<file path="config.mk">
export PLATFORM = sky130hd
export DESIGN_NAME = mcu_seq
export DESIGN_NICKNAME = d
export VERILOG_FILES = /design/src/rtl/mcu_pkg.sv /design/src/rtl/mcu_slot.sv /design/src/rtl/mcu_ctrl.sv /design/src/rtl/mcu_seq.sv
export SDC_FILE = /design/constraint.sdc
export NUM_CORES = 1
export LEC_CHECK = 0
export CORE_UTILIZATION = 41
export DETAILED_ROUTE_END_ITERATION = 8
export PLACE_DENSITY_LB_ADDON = 0.12
export SYNTH_ARGS = -nofsm -noshare
export SYNTH_HDL_FRONTEND = slang
export SYNTH_SLANG_ARGS = --single-unit
</file>
<file path="constraint.sdc">
create_clock -name clk -period 1.4 [get_ports clk]
set_input_delay 0.14 -clock clk [delete_from_list [all_inputs] [get_ports clk]]
set_output_delay 0.14 -clock clk [all_outputs]
set_load 0.01 [all_outputs]
</file>
<file path="src/rtl/mcu_pkg.sv">
package mcu_pkg;

   typedef enum logic [1:0] {
      PH_IDLE   = 2'd0,
      PH_GATHER = 2'd1,
      PH_WRITE  = 2'd2
   } mcu_phase_e;

endpackage

</file>
<file path="src/rtl/mcu_slot.sv">
module mcu_slot #(
   parameter int DW      = 16,
   parameter bit CAPTURE = 1'b1
) (
   input  logic          clk,
   input  logic          rst_n,
   input  logic          load_i,
   input  logic          need_i,
   input  logic          enable_i,
   input  logic          go_i,
   input  logic [DW-1:0] din_i,
   output logic          req_o,
   output logic          done_o,
   output logic [DW-1:0] q_o
);

   logic done_q;
   logic take;

   assign req_o  = enable_i & ~done_q;
   assign take   = req_o & go_i;
   assign done_o = done_q;

   always_ff @(posedge clk) begin
      if (!rst_n)      done_q <= 1'b0;
      else if (load_i) done_q <= ~need_i;
      else if (take)   done_q <= 1'b1;
   end

   generate
      if (CAPTURE) begin : g_capture
         logic [DW-1:0] data_q;
         always_ff @(posedge clk) begin
            if (!rst_n)    data_q <= '0;
            else if (take) data_q <= din_i;
         end
         assign q_o = data_q;
      end else begin : g_flag_only
         logic unused_din;
         assign unused_din = ^din_i;
         assign q_o = '0;
      end
   endgenerate

   // a served request is withdrawn on the next edge
   a_r3_req_drops: assert property (@(posedge clk) disable iff (!rst_n)
      (req_o && go_i && !load_i) |=> !req_o);
   // no request without the enable from the controller
   a_r10_req_enabled: assert property (@(posedge clk) disable iff (!rst_n)
      req_o |-> enable_i);

endmodule

</file>
<file path="src/rtl/mcu_ctrl.sv">
module mcu_ctrl
   import mcu_pkg::*;
#(
   parameter int RW = 32
) (
   input  logic          clk,
   input  logic          rst_n,
   input  logic          issue_i,
   input  logic          all_rd_i,
   input  logic          all_wr_i,
   input  logic          all_wr_nx_i,
   input  logic          exec_done_i,
   input  logic [RW-1:0] res_i,
   output logic          busy_o,
   output logic          rd_en_o,
   output logic          wr_en_o,
   output logic          load_o,
   output logic [RW-1:0] res_o
);

   mcu_phase_e phase_q, phase_d;
   logic       exec_acc;
   logic [RW-1:0] res_q;

   assign load_o   = (phase_q == PH_IDLE) & issue_i;
   assign exec_acc = (phase_q == PH_GATHER) & all_rd_i & exec_done_i;
   assign busy_o   = (phase_q != PH_IDLE);
   assign rd_en_o  = (phase_q == PH_GATHER);
   assign wr_en_o  = (phase_q == PH_WRITE);
   assign res_o    = res_q;

   always_comb begin
      phase_d = phase_q;
      unique case (phase_q)
         PH_IDLE:   if (issue_i) phase_d = PH_GATHER;
         PH_GATHER: if (exec_acc) phase_d = all_wr_i ? PH_IDLE : PH_WRITE;
         PH_WRITE:  if (all_wr_nx_i) phase_d = PH_IDLE;
         default:   phase_d = PH_IDLE;
      endcase
   end

   always_ff @(posedge clk) begin
      if (!rst_n) begin
         phase_q <= PH_IDLE;
         res_q   <= '0;
      end else begin
         phase_q <= phase_d;
         if (exec_acc) res_q <= res_i;
      end
   end

   // writing is only entered from a completed gather
   a_r5_write_after_gather: assert property (@(posedge clk) disable iff (!rst_n)
      (wr_en_o && !$past(wr_en_o)) |-> $past(all_rd_i && exec_done_i));
   // an idle issue makes the unit busy
   a_r2_issue_busy: assert property (@(posedge clk) disable iff (!rst_n)
      (!busy_o && issue_i) |=> busy_o);

endmodule

</file>
<file path="src/rtl/mcu_seq.sv">
module mcu_seq #(
   parameter int N_RD = 3,
   parameter int N_WR = 2,
   parameter int DW   = 16
) (
   input  logic                 clk,
   input  logic                 rst_n,
   input  logic                 issue_i,
   input  logic [N_RD-1:0]      rd_need_i,
   input  logic [N_WR-1:0]      wr_need_i,
   input  logic [N_RD-1:0]      go_rd_i,
   input  logic [N_WR-1:0]      go_wr_i,
   input  logic [N_RD*DW-1:0]   opnd_i,
   input  logic                 exec_done_i,
   input  logic [N_WR*DW-1:0]   exec_res_i,
   output logic                 busy_o,
   output logic [N_RD-1:0]      rd_req_o,
   output logic [N_WR-1:0]      wr_req_o,
   output logic [N_RD*DW-1:0]   opnd_o,
   output logic [N_WR*DW-1:0]   res_o
);

   localparam int RW = N_WR * DW;

   generate
      if (N_RD < 1 || N_RD > 8) begin : g_bad_nrd
         $error("mcu_seq: N_RD out of range");
      end
      if (N_WR < 1 || N_WR > 8) begin : g_bad_nwr
         $error("mcu_seq: N_WR out of range");
      end
      if (DW < 1) begin : g_bad_dw
         $error("mcu_seq: DW must be positive");
      end
   endgenerate

   logic            load, rd_en, wr_en;
   logic [N_RD-1:0] rd_done;
   logic [N_WR-1:0] wr_done;
   logic            all_wr_nx;

   assign all_wr_nx = &(wr_done | (wr_req_o & go_wr_i));

   mcu_ctrl #(.RW(RW)) u_ctrl (
      .clk         (clk),
      .rst_n       (rst_n),
      .issue_i     (issue_i),
      .all_rd_i    (&rd_done),
      .all_wr_i    (&wr_done),
      .all_wr_nx_i (all_wr_nx),
      .exec_done_i (exec_done_i),
      .res_i       (exec_res_i),
      .busy_o      (busy_o),
      .rd_en_o     (rd_en),
      .wr_en_o     (wr_en),
      .load_o      (load),
      .res_o       (res_o)
   );

   for (genvar i = 0; i < N_RD; i++) begin : g_rd
      mcu_slot #(.DW(DW), .CAPTURE(1'b1)) u_slot (
         .clk      (clk),
         .rst_n    (rst_n),
         .load_i   (load),
         .need_i   (rd_need_i[i]),
         .enable_i (rd_en),
         .go_i     (go_rd_i[i]),
         .din_i    (opnd_i[i*DW +: DW]),
         .req_o    (rd_req_o[i]),
         .done_o   (rd_done[i]),
         .q_o      (opnd_o[i*DW +: DW])
      );
   end

   for (genvar j = 0; j < N_WR; j++) begin : g_wr
      logic [0:0] unused_q;
      mcu_slot #(.DW(1), .CAPTURE(1'b0)) u_slot (
         .clk      (clk),
         .rst_n    (rst_n),
         .load_i   (load),
         .need_i   (wr_need_i[j]),
         .enable_i (wr_en),
         .go_i     (go_wr_i[j]),
         .din_i    (1'b0),
         .req_o    (wr_req_o[j]),
         .done_o   (wr_done[j]),
         .q_o      (unused_q)
      );
   end

   // no write request while any read is outstanding
   a_r5_no_early_write: assert property (@(posedge clk) disable iff (!rst_n)
      (|wr_req_o) |-> (rd_req_o == '0));
   // last write grant returns the unit to idle
   a_r7_idle_after_writes: assert property (@(posedge clk) disable iff (!rst_n)
      ((|wr_req_o) && all_wr_nx) |=> !busy_o);
   // issue while busy adds no new read request
   a_r8_issue_ignored: assert property (@(posedge clk) disable iff (!rst_n)
      (busy_o && issue_i) |=> ((rd_req_o & ~$past(rd_req_o)) == '0));
   // idle unit presents no request
   a_r10_idle_quiet: assert property (@(posedge clk) disable iff (!rst_n)
      !busy_o |-> (rd_req_o == '0 && wr_req_o == '0));

endmodule

</file>
# Word level (Yosys, flattened, before mapping)
# Index checks and enable logic that the tools add are counted.
dict set report totals {
  reg_bits 87
  input_bits 94
  out_inout_bits 86
}
dict set report classes {
  eq_ne 5
  mux 15
  bitwise_logic 25
  n_reduce_logical 11
}
# cell n
set op_table {}
lappend op_table {{$and 1x1->1} 13}
lappend op_table {{$reduce_bool 2->1} 6}
lappend op_table {{$mux 1} 10}
lappend op_table {{$not 1->1} 10}
lappend op_table {{$mux 2} 4}
lappend op_table {{$ne 2x2->1 const B} 3}
lappend op_table {{$pmux 2 s3} 1}
lappend op_table {{$reduce_and 3->1} 2}
lappend op_table {{$reduce_and 2->1} 2}
lappend op_table {{$and 2x2->2} 1}
lappend op_table {{$eq 2x1->1 const B} 1}
lappend op_table {{$eq 2x2->1 const B} 1}
lappend op_table {{$logic_not 2->1} 1}
lappend op_table {{$or 2x2->2} 1}

# Logic depth before layout (Yosys ltp)
dict set report logic_depth {
  ltp_word 7
  mapped_depth 6
  mapped_depth_nobuf 3
}

# Cells and area by module
# Synthesis repeated with hierarchy kept, for this count alone.
dict set report hier_totals {
  cells_unflattened 401
  hier_area_um2 3686.0
}
# module n_inst cells_each area_per_inst_um2
set by_module_without_submodules {}
lappend by_module_without_submodules {{mcu_slot (g_rd[0].u_slot ...)} 3 76 706.9}
lappend by_module_without_submodules {mcu_ctrl 1 153 1422.6}
lappend by_module_without_submodules {{mcu_slot (g_wr[0].u_slot ...)} 2 7 56.3}
lappend by_module_without_submodules {mcu_seq 1 6 30.0}

# Least setup slack after synthesis
# OpenSTA, ideal clock, no wires.
dict set report synth_path {
  path_type {reg2reg}
  startpoint {reg u_ctrl.phase_q[1]}
  endpoint {reg g_rd[0].u_slot.done_q}
  arrival_time_ns 1.100
  t_required_ns 1.278
  path_slack_ns 0.178
  stages_incl_launch_ff 5
  path_buffers 2
  cell_sequence {dfxtp_1 -> buf_6 -> and4bb_1 -> buf_6 -> o311a_1}
}
dict set report synth_via {
  elab_chain_cells 4
  elab_cells_between_ends 7
  classes_between {eq/ne: 1; mux: 1; bitwise: 3; reduce/logical: 2}
}
# item line
set synth_rtl {}
lappend synth_rtl {{start: declaration} mcu_ctrl.sv:21} ;# mcu_phase_e phase_q, phase_d;
lappend synth_rtl {{start signal: assignment} mcu_ctrl.sv:47} ;# phase_q <= phase_d;
lappend synth_rtl {{$eq 2x1->1} mcu_ctrl.sv:28} ;# assign rd_en_o = (phase_q == PH_GATHER);
lappend synth_rtl {{$and 1x1->1} mcu_slot.sv:20} ;# assign req_o = enable_i & ~done_q;
lappend synth_rtl {{$and 1x1->1} mcu_slot.sv:21} ;# assign take = req_o & go_i;
lappend synth_rtl {{$reduce_bool 2->1 (no line)} -}
lappend synth_rtl {{end signal: assignment} mcu_slot.sv:26} ;# else if (load_i) done_q <= ~need_i;
lappend synth_rtl {{end: declaration} mcu_slot.sv:17} ;# logic done_q;
# Several ways; a longest one is shown, not always the timed one.
# A chain may end at the register's enable or synchronous reset.

# Worst setup path in the final report
dict set report layout_path {
  startpoint {reg u_ctrl.phase_q[0]}
  endpoint {out wr_req_o[0]}
}
dict set report layout_via {
  elab_chain_cells 2
}
# item line
set layout_rtl {}
lappend layout_rtl {{$eq 2x2->1} mcu_ctrl.sv:29} ;# assign wr_en_o = (phase_q == PH_WRITE);
lappend layout_rtl {{$and 1x1->1} mcu_slot.sv:20}
lappend layout_rtl {{end: declaration} mcu_seq.sv:18} ;# output logic [N_WR-1:0] wr_req_o,
# Every way passes these cells.

==> impl_metrics.yaml <==
min_path:
  hp-class: "in -> reg"
  hold_depth: 3
drt:
  drc: 0
  wl_per_cell_microns: 13.2
  drt_iter0_drc: 86
  via_per_inst: 4.67
  wl_microns: 9120
  drt_pre_antenna_iters: 4
  ant_nets: 0
  num_vias: 3218
cells_and_area:
  area_growth_pct: 58.6
  diodes: 0
  post-route-cell-area_sq_um: 5920
  postLayoutCoreUtil_pct: 67.6
  drive_above_1_share_pct: 13.9
  register_area_sq_um: 1750
  multi_input_area_sq_um: 1680
  fillers: 724
  nNetsFinal: 670
sta:
  fmaxAchievable_mhz: 733
  tightest_slew_ps: 223
  slew_viol_final: 0
  hold_slack_ps: 149
  setup_tns_ps: 0
  setup_violations: 0
  rsz0062_at_grt: "true"
  finalHoldViolations: 0
  period_minus_slack_ps: 1360
  relSlewSlack_pct: 85.1
  skew_ps: 11.3
  min_period_over_period_pct: 97.5
critical_path:
  crit_fanout: 5
  reg2reg_to: "g_rd[0].u_slot.q_o[2]"
  reg2reg_depth: 5
  crit_arrival_ps: 1220
  worst-path-stages: 3
  crit_path_start: "u_ctrl.phase_q[0]"
  endpoint: "wr_req_o[0]"
  worst-endpoint-required_ps: 1260
  worstPathCellList: "nand2b_1, nor2_1, clkdlybuf4s15_2"
  max_stage_delay_ps: 360
  critPathBufInv: 1
  startpoint_type: "flop"
  r2r-start: "u_ctrl.phase_q[1]"
  crit_family: "flip-flops"
  cp-end-kind: "output pin"
  crit_slowest_cell: "dfxtp_2"
  r2r_setup_slack_ps: 80
  crit_type: "reg -> out"
power:
  power_w: 0.00504
  p_sw_share_pct: 25.2
  p_int_w: 0.00377
  power_leakage_nw: 3.33
  clock_power_share_pct: 31.6
  p_sw_w: 0.00127
  seqPwrFrac_pct: 51.7
  p_per_area_nw_per_um2: 851
  pwr-share-comb_pct: 16.7
  peakVddDrop_v: 0.000401
synthesis:
  yosysMostFrequentCell: "nand2_1"
  avgSynthCellArea_sq_um: 9.31
  netlist_instances: 401
  synth_xor_area_share_pct: 0
  synthesis.nets: 495
  ys_top_cells_by_area: "dfxtp_1 47%, nand2_1 17%, a21boi_2 9.0%"
  synth_compound_area_share_pct: 15.0
  post_synth_num_cell_types: 29
  synth_top_cell_area_share_pct: 46.6
  synth_top_family_by_area: "simple AND/OR/NAND/NOR gates"
  synthMuxAreaShare_pct: 8.58
  synth_area_sq_um: 3730
  synth_commonest_cells: "165 x nand2_1, 87 x dfxtp_1, 32 x mux2i_1"
  yosys_register_bits: 87
  synth-edff-count: 0
  synth_async_sr_flop_share_pct: 0
  yosys.area_share.adder_pct: 0
  yosys_most_used_dff: "dfxtp_1"
  yosysSeqAreaShare_pct: 46.6
  synth_warnings: 0
  yosysTopAreaCell: "dfxtp_1"
  yosys.area_share.simple_pct: 21.5
floorplanning:
  ioPinCount: 180
  die-area_sq_um: 9490
  core_area_sq_um: 8760
  start_util_pct: 42.6
  die_x_microns: 97.4
  die_h_microns: 97.4
  core.rowCount: 34
cts:
  clk_path_buf_depth: 2
  cts_hold_buf: 0
  cts_tree: "done"
  insertion_delay_ps: 340
  cts-root-buf: "clkbuf_8"
  clk_pin_slew_worst_paths_ps: 80
  cts_made_buffers: 9
  clock_sinks: 87
  htreeDepth: 3
grt:
  grt_pass1_vias: 3246
  grt_max_degree: 56
  grt_pass1_wl_microns: 14800
  gr-total-overflow: 0
  antenna_found_initial: 0
  grtUsageTotal_pct: 19.1
run_status:
  status: "finished clean"
flow_run:
  drv_cap: 0
placed_design:
  dpl_cell_area_sq_um: 5590
  dp_hpwl_microns: 6570
  routabilityCongestion: 0.734
  io_buffer_count: 179
cells in the final DEF (no fill, tap or decap), types with 4 or more instances in the layout:
cell type        instances
dfxtp_2                  4
a21boi_0                17
clkdlybuf4s50_1         98
buf_4                   15
mux2i_1                 32
dlygate4sd2_1            4
dlymetal6s2s_1          70
nor2_1                   7
dfxtp_1                 83
clkbuf_8                10
nand2_1                165
a21boi_2                30
buf_12                   7
worst min path at each step:
stage	start	to	slack, ps
finish	rst_n	u_ctrl.phase_q[1]	150
CTS	rst_n	u_ctrl.phase_q[1]	140
floorplan	exec_res_i[0]	u_ctrl.res_o[0]	280
global route	rst_n	u_ctrl.res_o[20]	150
global placement	u_ctrl.res_o[4]	u_ctrl.res_o[4]	440
detailed placement	u_ctrl.res_o[2]	u_ctrl.res_o[2]	450
power groups by stage:
stage / logic, W / clock network, W / registers (W)
floorplan: 0.000367 / 0 / 0.00268
global placement: 0.000861 / 0 / 0.00266
detailed placement: 0.000872 / 0 / 0.00266
CTS: 0.000869 / 0.00164 / 0.00261
global route: 0.000910 / 0.00177 / 0.00262
finish: 0.000839 / 0.00159 / 0.00261
routing by layer:
layer	vias up	track usage [%]	wire length, microns	share of wire [%]
li1	1645	-	-	-
met1	1463	22.3	4080	45
met2	105	33.5	4330	47
met3	5	5.68	633	6.9
met4	0	6.11	75	0.82
met5	-	0	0	0
tightest hold or removal path: stages:
cell and delay [ps]:
buf_4 180, o221ai_1 90, a21oi_1 40
state kept, by name, indices dropped and copies added, names as in the netlist:
| name | cells |
|---|---|
| g_rd.u_slot.done_o | 3 |
| g_rd.u_slot.q_o | 48 |
| g_wr.u_slot.done_o | 2 |
| u_ctrl.phase_q | 2 |
| u_ctrl.res_o | 32 |
cell families after synthesis:
family / after synthesis
AO/OA/AOI/OAI: 59
buffers and inverters: 36
flip-flops: 87
multiplexers: 32
AND/OR/NAND/NOR: 187
what timing repair did:
| item | in CTS | in global routing |
|---|---|---|
| endpoints found under the hold margin | 0 | 0 |
| setup endpoints to repair | 10 | 88 |
| gates resized for setup | 20 | 80 |
| buffers inserted | 0 | 0 |
through the flow:
stage	worst slack, ps	instances
after global routing	-33.4	689
after CTS	0.299	689
after detailed placement	-142	673
final	35.0	689
after floorplan	178	401
after global placement	-72.0	673
layout make-up:
type                       instances  area share, %
clock buffer                      12           2.45
clock inverter                     4          0.528
multi-input combinational        278           28.4
sequential                        87           29.5
tap                              108           2.28
timing repair buffer             200           36.8
Note: power is estimated with default switching activity, not from simulation.
